===== config.mk =====
export PLATFORM = sky130hd
export DESIGN_NAME = bin_clock_gen
export DESIGN_NICKNAME = d
export VERILOG_FILES = /design/src/rtl/bcg_pkg.sv /design/src/rtl/bcg_divider.sv /design/src/rtl/bcg_quad.sv /design/src/rtl/bcg_strobe.sv /design/src/rtl/bin_clock_gen.sv
export SDC_FILE = /design/constraint.sdc
export NUM_CORES = 1
export LEC_CHECK = 0
export ABC_AREA = 0
export BUFFER_PORTS_ARGS = -buffer_cell sky130_fd_sc_hd__buf_2
export CAP_MARGIN = 20
export CORE_AREA = 10 10 106 108
export CTS_CLUSTER_DIAMETER = 30
export DETAILED_ROUTE_END_ITERATION = 8
export DIE_AREA = 0 0 116 118
export HOLD_SLACK_MARGIN = 0.15
export MAX_ROUTING_LAYER = met4
export PLACE_DENSITY = 0.4
export RECOVER_POWER = 50
export REMOVE_ABC_BUFFERS = 1
export SLEW_MARGIN = 20
export SYNTH_ARGS = -nofsm -noshare
export SYNTH_HDL_FRONTEND = slang
export SYNTH_SLANG_ARGS = --single-unit

===== constraint.sdc =====
create_clock -name clk -period 3.76 [get_ports clk]
set_input_delay 0.376 -clock clk [delete_from_list [all_inputs] [get_ports clk]]
set_output_delay 0.376 -clock clk [all_outputs]
set_load 0.05 [all_outputs]

===== src/rtl/bcg_pkg.sv =====
package bcg_pkg;

    localparam int PRE_W      = 3;
    localparam int POST_W     = 4;
    localparam int PRE_STAGES = 5;
    localparam int POST_MAX   = 15;
    localparam int CNT_W      = PRE_STAGES + POST_MAX;
    localparam int SHIFT_W    = $clog2(CNT_W + 1);

    typedef logic [CNT_W-1:0] cnt_t;

    // Number of divide-by-2 prescale stages; reserved codes give the slowest ratio
    function automatic logic [SHIFT_W-1:0] pre_bits(input logic [PRE_W-1:0] code);
        if (int'(code) < PRE_STAGES)
            pre_bits = SHIFT_W'(int'(code) + 1);
        else
            pre_bits = SHIFT_W'(PRE_STAGES);
    endfunction

    // Number of divide-by-2 stages in the second stage (0 = bypassed)
    function automatic logic [SHIFT_W-1:0] post_bits(input logic [POST_W-1:0] code);
        if (int'(code) <= POST_MAX)
            post_bits = SHIFT_W'(code);
        else
            post_bits = SHIFT_W'(POST_MAX);
    endfunction

endpackage


===== src/rtl/bcg_divider.sv =====
module bcg_divider
    import bcg_pkg::*;
(
    input  logic              clk,
    input  logic              rst_n,
    input  logic              en_i,
    input  logic [PRE_W-1:0]  pre_sel_i,
    input  logic [POST_W-1:0] post_sel_i,
    output logic              pulse_o
);

    typedef struct packed {
        logic [PRE_W-1:0]  pre;
        logic [POST_W-1:0] post;
        cnt_t              cnt;
        logic              pulse;
    } div_st_t;

    div_st_t st_d, st_q;
    cnt_t    mask;
    logic [SHIFT_W-1:0] span;

    always_comb begin
        span = pre_bits(st_q.pre) + post_bits(st_q.post);
        for (int i = 0; i < CNT_W; i++)
            mask[i] = (i < int'(span));
    end

    always_comb begin
        st_d = st_q;
        if (!en_i) begin
            st_d.pre   = pre_sel_i;
            st_d.post  = post_sel_i;
            st_d.cnt   = '0;
            st_d.pulse = 1'b0;
        end else begin
            st_d.cnt   = st_q.cnt + 1'b1;
            st_d.pulse = ((st_q.cnt & mask) == mask);
        end
    end

    always_ff @(posedge clk or negedge rst_n) begin
        if (!rst_n) st_q <= '0;
        else        st_q <= st_d;
    end

    assign pulse_o = st_q.pulse;

endmodule


===== src/rtl/bcg_quad.sv =====
module bcg_quad (
    input  logic       clk,
    input  logic       rst_n,
    input  logic       en_i,
    input  logic       pulse_i,
    output logic [3:0] quad_o
);

    typedef struct packed {
        logic [1:0] ph;
        logic [3:0] qs;
    } quad_st_t;

    quad_st_t st_d, st_q;
    logic qa, qb;

    always_comb begin
        qa = st_q.ph[1];
        qb = st_q.ph[1] ^ st_q.ph[0];
        st_d = st_q;
        if (!en_i) begin
            st_d.ph = '0;
            st_d.qs = '0;
        end else begin
            if (pulse_i) st_d.ph = st_q.ph + 2'd1;
            st_d.qs = {~qb, ~qa, qb, qa};
        end
    end

    always_ff @(posedge clk or negedge rst_n) begin
        if (!rst_n) st_q <= '0;
        else        st_q <= st_d;
    end

    assign quad_o = st_q.qs;

endmodule


===== src/rtl/bcg_strobe.sv =====
module bcg_strobe (
    input  logic clk,
    input  logic rst_n,
    input  logic en_i,
    input  logic bin_clk_i,
    output logic start_o,
    output logic latch_o,
    output logic write_o,
    output logic clear_o
);

    typedef struct packed {
        logic prev;
        logic latch;
        logic write;
        logic clear;
    } stb_st_t;

    stb_st_t st_d, st_q;
    logic    edge_seen;

    assign edge_seen = bin_clk_i ^ st_q.prev;

    always_comb begin
        st_d = st_q;
        if (!en_i) begin
            st_d = '0;
        end else begin
            st_d.prev  = bin_clk_i;
            st_d.latch = edge_seen;
            st_d.write = st_q.latch;
            st_d.clear = st_q.write;
        end
    end

    always_ff @(posedge clk or negedge rst_n) begin
        if (!rst_n) st_q <= '0;
        else        st_q <= st_d;
    end

    assign start_o = edge_seen;
    assign latch_o = st_q.latch;
    assign write_o = st_q.write;
    assign clear_o = st_q.clear;

endmodule


===== src/rtl/bin_clock_gen.sv =====
module bin_clock_gen
    import bcg_pkg::*;
(
    input  logic              clk,
    input  logic              rst_n,
    input  logic              en_i,
    input  logic [PRE_W-1:0]  pre_sel_i,
    input  logic [POST_W-1:0] post_sel_i,
    output logic              bin_clk_o,
    output logic [3:0]        quad_o,
    output logic              bin_start_o,
    output logic              latch_o,
    output logic              write_o,
    output logic              clear_o
);

    logic pulse;

    bcg_divider u_div (
        .clk        (clk),
        .rst_n      (rst_n),
        .en_i       (en_i),
        .pre_sel_i  (pre_sel_i),
        .post_sel_i (post_sel_i),
        .pulse_o    (pulse)
    );

    bcg_quad u_quad (
        .clk     (clk),
        .rst_n   (rst_n),
        .en_i    (en_i),
        .pulse_i (pulse),
        .quad_o  (quad_o)
    );

    assign bin_clk_o = quad_o[0];

    bcg_strobe u_stb (
        .clk       (clk),
        .rst_n     (rst_n),
        .en_i      (en_i),
        .bin_clk_i (quad_o[0]),
        .start_o   (bin_start_o),
        .latch_o   (latch_o),
        .write_o   (write_o),
        .clear_o   (clear_o)
    );

endmodule


==> out/qor.txt, run 1 <==
Final Cycle Share = 71.5%
worst reg-to-reg setup slack = 1.07 ns
share of layout cells above drive strength 1 = 18.8%
largest net degree at the start of global routing = 39
WHS Endpoint = u_div.st_q[22]
Worst Path Max Fanout = 10
Port Buffers = 18
Synth Warn # = 0
Reg area = 951 um2
Layout Skew = 0.00191 ns
VDD IR max = 0.000193 V
Routed Antenna Nets = 0
final core utilization = 25.9%
Sink Count = 38
FF-to-FF Start = u_div.st_q[25]
Final Setup Violations = 0
total gr overflow = 0
critical path required time = 3.94 ns
die extent in y = 118 um
worst reg2reg endpoint = u_div.pulse_o
post-cts hold buffer count = 0
Hold Vio Cnt, Final = 0
drt first pass iters = 4
core area = 9110 um2
status = finished, violations left
hold depth = 2
ys async rst share = 100%
Vias = 1486
Initial Utilization = 22.5%
Layout area overhead = 15.1%
setup TNS = 0 ns
I/O pins = 19
hold slack = 0.314 ns
Tmin final = 2.69 ns
# diodes = 0
worst rel slew slack = -40.2%
Worst R2R Path Depth = 9
beginning of the worst hold path = post_sel_i[1]
Setup crit start kind = flop
total track usage = 7.06%
cts repair resizes = 0
first-pass GRT wire length = 7.62 mm
Synth area leader = dfrtp_1
overall power = 1.05 mW
Iter 0 DRT Violations = 53
clock latency on the worst-skew pair = 0.29 ns
Pleak = 1.03 nW
Syn Inst Count = 201
Routability Congestion = 0.785
Clock Path Buffers = 2
Max Transition Viols Final = 39
most common flop cell mapped by yosys = dfrtp_1
power per cell area = 447 nW/um2
Hold WC Path Type = in2reg
DR WL/cell = 13.3 um
Worst EP arrival = 2.87 ns
number of synthesized flops with an enable pin = 0
Cell Area, Synth = 2050 um2
clk slew on worst S/H paths = 0.08 ns
crit path kind = reg2reg
top cell type's share of synthesized area = 46.4%
top cells by count, synth = 38 x dfrtp_1, 28 x nor2_1, 16 x xor2_1, 10 x nand2_1, 10 x nand3_1
Mapped Avg Cell Area = 10.2 um2
DRC = 0
Die ar. = 13700 um2
RSZ-0062 raised after global routing = false
vias per cell = 4.52
hpwl dp = 3.10 mm
H-tree Lvls = 2
post-CTS setup buffers = 0
Crit. End Element = flop
max frequency = 0.372 GHz
synth unique cells = 42
CTS buffer count = 5
Layout fillers = 1002
violated checks = capacitance limit, slew limit
die width = 116 um
drt total wl = 4.39 mm
Synth Register Bits = 38
vias in the first global route = 1526
Multi-input gate area = 1030 um2
post-synthesis sequential area ratio = 46.4%
Row Count = 35
top-count cell post-synth = dfrtp_1
Clock Tree Root = clkbuf_8
CTS tree = done
Synth area leaders = dfrtp_1 46%, xor2_1 6.8%, nor2_1 5.1%
fin nets = 234
Slew @ Worst Pin = 2.10 ns
initial antenna violation count = 0
Max Cap Viol = 1
sequential cells by signal, indices dropped and copies added (netlist names):
signal	count
u_quad.quad_o	4
u_quad.qa	1
u_div.st_q	27
u_stb.write_o	1
u_stb.latch_o	1
u_quad.st_q	1
u_stb.st_q	1
u_div.pulse_o	1
u_stb.clear_o	1
where the power goes:
part	switching (mW)	total, mW	internal [mW]
logic	0.121	0.198	0.0764
clock network	0.159	0.425	0.266
registers	0.0126	0.432	0.419
total	0.293	1.05	0.762
routing by layer:
layer | vias to the layer above | global-route usage, % | share of wire, %
met5 | - | - | 0
met4 | 0 | 2.82 | 1.4
met3 | 4 | 1.83 | 2.5
met1 | 734 | 8.69 | 50
met2 | 21 | 10.7 | 46
li1 | 727 | - | -
through the flow:
stage,cells,worst slack (ns),area [um2]
after floorplan,192,1.37,2000
after CTS,329,1.04,2360
final,329,1.07,2360
after detailed placement,321,1.06,2230
after global routing,329,0.859,2360
after global placement,321,1.03,2230
how the worst max path moves through the flow:
stage	start	to	slack [ns]	cells after the start
6_report	u_div.st_q[25]	u_div.pulse_o	1.07	9
5_1_grt	u_div.st_q[25]	u_div.pulse_o	0.86	11
2_1_floorplan	u_div.st_q[25]	u_div.pulse_o	1.37	9
3_3_place_gp	u_div.st_q[25]	u_div.pulse_o	1.03	9
4_1_cts	u_div.st_q[25]	u_div.pulse_o	1.04	9
3_5_place_dp	u_div.st_q[25]	u_div.pulse_o	1.06	9
final cells by class:
type | count | area share (%)
Tap cell | 111 | 5.88
Inverter | 4 | 0.636
Multi-Input combinational cell | 150 | 43.7
Clock buffer | 5 | 2.91
Timing Repair Buffer | 18 | 3.71
Clock inverter | 3 | 2.91
Sequential cell | 38 | 40.3
worst max-delay path: stages, from the launching register on:
cell and delay, ns:
dfrtp_1 0.42, ha_1 0.29, and2_1 0.16, fa_1 0.46, xor2_2 0.25, a211oi_1 0.35, o21ai_1 0.11, a21oi_1 0.18
a21boi_0 0.11, nor4_1 0.26
logic make-up (layout without fill, tap and decap cells):
group                    Yosys count  after routing  share of synthesized area, %
AND/OR/NAND/NOR                   78             78                          20.4
AO/OA/AOI/OAI                     36             36                          11.7
adder cells (fa/ha/maj)            7              7                          4.64
buffers and inverters             13             30                          3.36
flip-flops                        38             38                          46.4
other                              1              1                         0.183
XOR/XNOR                          20             20                          8.91
multiplexers                       8              8                          4.39
placed cells by master (no fill, tap or decap), types with 4 or more instances in the layout:
cell	instances
mux2_2	8
inv_1	4
nand2_1	10
o21ai_1	4
buf_2	16
o21ai_0	5
nor2_1	28
dfrtp_1	38
nand2b_1	5
and2_1	4
clkbuf_8	5
xor2_1	16
a21oi_1	9
and2_0	4
ha_1	6
nand3_1	10
(Power assumes the default switching activity.)
==> run 2, diff against run 1 <==
--- a/config.mk
+++ b/config.mk
@@ -5,16 +5,16 @@
 export SDC_FILE = /design/constraint.sdc
 export NUM_CORES = 1
 export LEC_CHECK = 0
-export ABC_AREA = 0
+export ABC_AREA = 1
 export BUFFER_PORTS_ARGS = -buffer_cell sky130_fd_sc_hd__buf_2
 export CAP_MARGIN = 20
-export CORE_AREA = 10 10 106 108
+export CORE_AREA = 10 10 110 112
 export CTS_CLUSTER_DIAMETER = 30
 export DETAILED_ROUTE_END_ITERATION = 8
-export DIE_AREA = 0 0 116 118
+export DIE_AREA = 0 0 120 122
 export HOLD_SLACK_MARGIN = 0.15
 export MAX_ROUTING_LAYER = met4
-export PLACE_DENSITY = 0.4
+export PLACE_DENSITY = 0.42
 export RECOVER_POWER = 50
 export REMOVE_ABC_BUFFERS = 1
 export SLEW_MARGIN = 20
==> constraint.sdc (replaced) <==
create_clock -name clk -period 2.2 [get_ports clk]
set_input_delay 0.22 -clock clk [delete_from_list [all_inputs] [get_ports clk]]
set_output_delay 0.22 -clock clk [all_outputs]
set_load 0.05 [all_outputs]
==> run 2 against run 1 <==
The run ends with setup timing left. Non-clock buffer count increased by 24. Critical path depth grew 4. Total power is 89% higher. Largest cell class unchanged. Largest power group is now the clock network.
==> out/qor.txt, run 2 <==
Top reg by flops = u_div.st_q
CP max stage cell = dfrtp_1
Layout area overhead = 25.2%
Max Transition Viols Final = 0
setup slack after layout = -0.0930 ns
critical path required time = 2.43 ns
core area = 10000 um2
met1 GRT Util = 10.1%
Crit path largest cell delay = 0.41 ns
Sink Count = 38
Layout Skew = 0.00804 ns
vias in the first global route = 2010
CTS buffer count = 5
Syn Inst Count = 286
worst reg-to-reg setup slack = -0.09 ns
Vias = 1930
vias per cell = 4.16
Largest register FFs = 27
violated checks = setup timing
Routed Antenna Nets = 0
max frequency = 0.436 GHz
top-count cell post-synth = nand2_1
Slew @ Worst Pin = 1.05 ns
Bufs and invs on worst path = 2
top cells by count, synth = 82 x nand2_1, 38 x dfrtp_1, 35 x inv_1, 18 x nor2_1, 16 x a21oi_1
ys async rst share = 100%
Crit. End Element = flop
Synth Warn # = 0
most frequent cells in the layout = 81 x nand2_1, 38 x dfrtp_1, 34 x inv_1
post-synthesis sequential area ratio = 42.5%
total gr overflow = 0
Initial Utilization = 22.3%
DP Area = 2540 um2
synth unique cells = 35
Clock Path Buffers = 2
total track usage = 8.31%
GRT met3 Usage = 1.94%
Routability Congestion = 0.825
Worst Path Max Fanout = 6
clk slew on worst S/H paths = 0.08 ns
top cell type's share of synthesized area = 42.5%
overall power = 2.00 mW
Finished Layout Cells = 464
most common flop cell mapped by yosys = dfrtp_1
Final Setup Violations = 1
Cell Area, Synth = 2240 um2
hpwl dp = 3.94 mm
crit path from = u_div.st_q[26]
DRC = 0
status = finished, violations left
Tmin final = 2.29 ns
Pleak = 1.39 nW
Setup crit start kind = flop
fin nets = 344
H-tree Lvls = 2
number of synthesized flops with an enable pin = 0
initial antenna violation count = 0
Max Cap Viol = 0
critical path's top delay family = simple AND/OR/NAND/NOR gates
Clock Tree Root = clkbuf_8
Row Count = 37
Synth area leader = dfrtp_1
clock latency on the worst-skew pair = 0.30 ns
Layout fillers = 1104
crit path kind = reg2reg
GRT Max-Usage Layer = met2
Die ar. = 14600 um2
Hold Vio Cnt, Final = 0
drt total wl = 5.54 mm
CTS tree = done
Synth area leaders = dfrtp_1 43%, nand2_1 14%, inv_1 5.9%
share of layout cells above drive strength 1 = 20.7%
die width = 120 um
RSZ-0062 raised after global routing = true
Port Buffers = 18
FF-to-FF Start = u_div.st_q[26]
Hold WC Path Type = reg2reg
largest net degree at the start of global routing = 39
Synth Register Bits = 38
first-pass GRT wire length = 9.65 mm
worst rel slew slack = 29.7%
# diodes = 0
die extent in y = 122 um
VDD IR max = 0.000255 V
crit path cell chain = ha_1 > and2_4 > fa_2 > inv_2 > nor2_2 > nor2_4 > buf_4 > nand3_1 > nand2_1 > nand2_1 > nor2_1 > nand3_1 > nor2_2
beginning of the worst hold path = u_stb.latch_o
DR WL/cell = 11.9 um
Worst EP arrival = 2.53 ns
GRT met2 Usage = 13.7%
Mapped Avg Cell Area = 7.82 um2
drt first pass iters = 4
dpl cells = 444
I/O pins = 19
Post-Layout Inst Area = 2800 um2
Iter 0 DRT Violations = 68
commonest non-fill, non-tap cell in the layout = nand2_1
Final Cycle Share = 104%
power per cell area = 714 nW/um2
[run 2: cell type report]
type | instances | area (um2) | area share, %
Inverter | 41 | 154 | 5.50
Sequential cell | 38 | 951 | 34.0
Tap cell | 136 | 170 | 6.08
Multi-Input combinational cell | 199 | 1110 | 39.6
Clock buffer | 5 | 68.8 | 2.46
Clock inverter | 3 | 68.8 | 2.46
Timing Repair Buffer | 42 | 279 | 9.97
[run 2: power breakdown]
group	switching (mW)	total (mW)	internal, mW
registers	0.0156	0.731	0.715
logic	0.293	0.520	0.227
clock network	0.292	0.747	0.455
[run 2: worst paths after layout]
path | endpoint | cells past startpoint
max | u_div.pulse_o | 13
min | u_stb.write_o | 2
max reg2reg | u_div.pulse_o | 13
min reg2reg | u_stb.write_o | 2
max in group asynchronous | u_div.st_q[15] | 2
min in group asynchronous | u_div.st_q[8] | 2
[run 2: repair_timing]
action	4_1_cts	5_1_grt
pin swaps	9	4
endpoints found under the setup margin	1	1
resized for setup	9	7
hold buffers	8	0
hold endpoints to repair	45	0
buffers inserted	4	0
[run 2: cells by family (layout without fill, tap and decap cells)]
kind of cell | after synthesis | after routing | synth area share [%]
AOI/OAI and AO/OA | 37 | 37 | 8.67
other | 1 | 1 | 0.168
adders and majority gates | 7 | 7 | 4.25
and+or+nand+nor | 149 | 149 | 33.5
xor gates and xnor gates | 5 | 5 | 1.96
buffers and inverters | 49 | 91 | 8.95
DFF | 38 | 38 | 42.5
[run 2: metal layers]
metal,share of wire [%],wire [um],vias up
met2,48,2650,20
met3,2.7,149,6
met4,1.1,61,0
met1,48,2680,911
met5,0,0,-
li1,-,-,993
[run 2: per-stage QoR]
step | utilization, % | setup TNS, ns | setup slack [ns] | hold WS [ns]
final | 27.9 | -0.0930 | -0.0930 | 0.467
after detailed placement | 25.3 | -0.247 | -0.247 | 0.416
after CTS | 27.9 | -0.0600 | -0.0600 | 0.298
after global placement | 25.3 | -0.193 | -0.193 | 0.414
after global routing | 27.9 | -0.259 | -0.259 | 0.513
after floorplan | - | -0.00520 | -0.00520 | -0.0756
[run 2: worst min-delay path, stage by stage, from the launching register on]
cell and delay [ns]:
dfrtp_1 0.35, nand2_1 0.05, inv_1 0.04
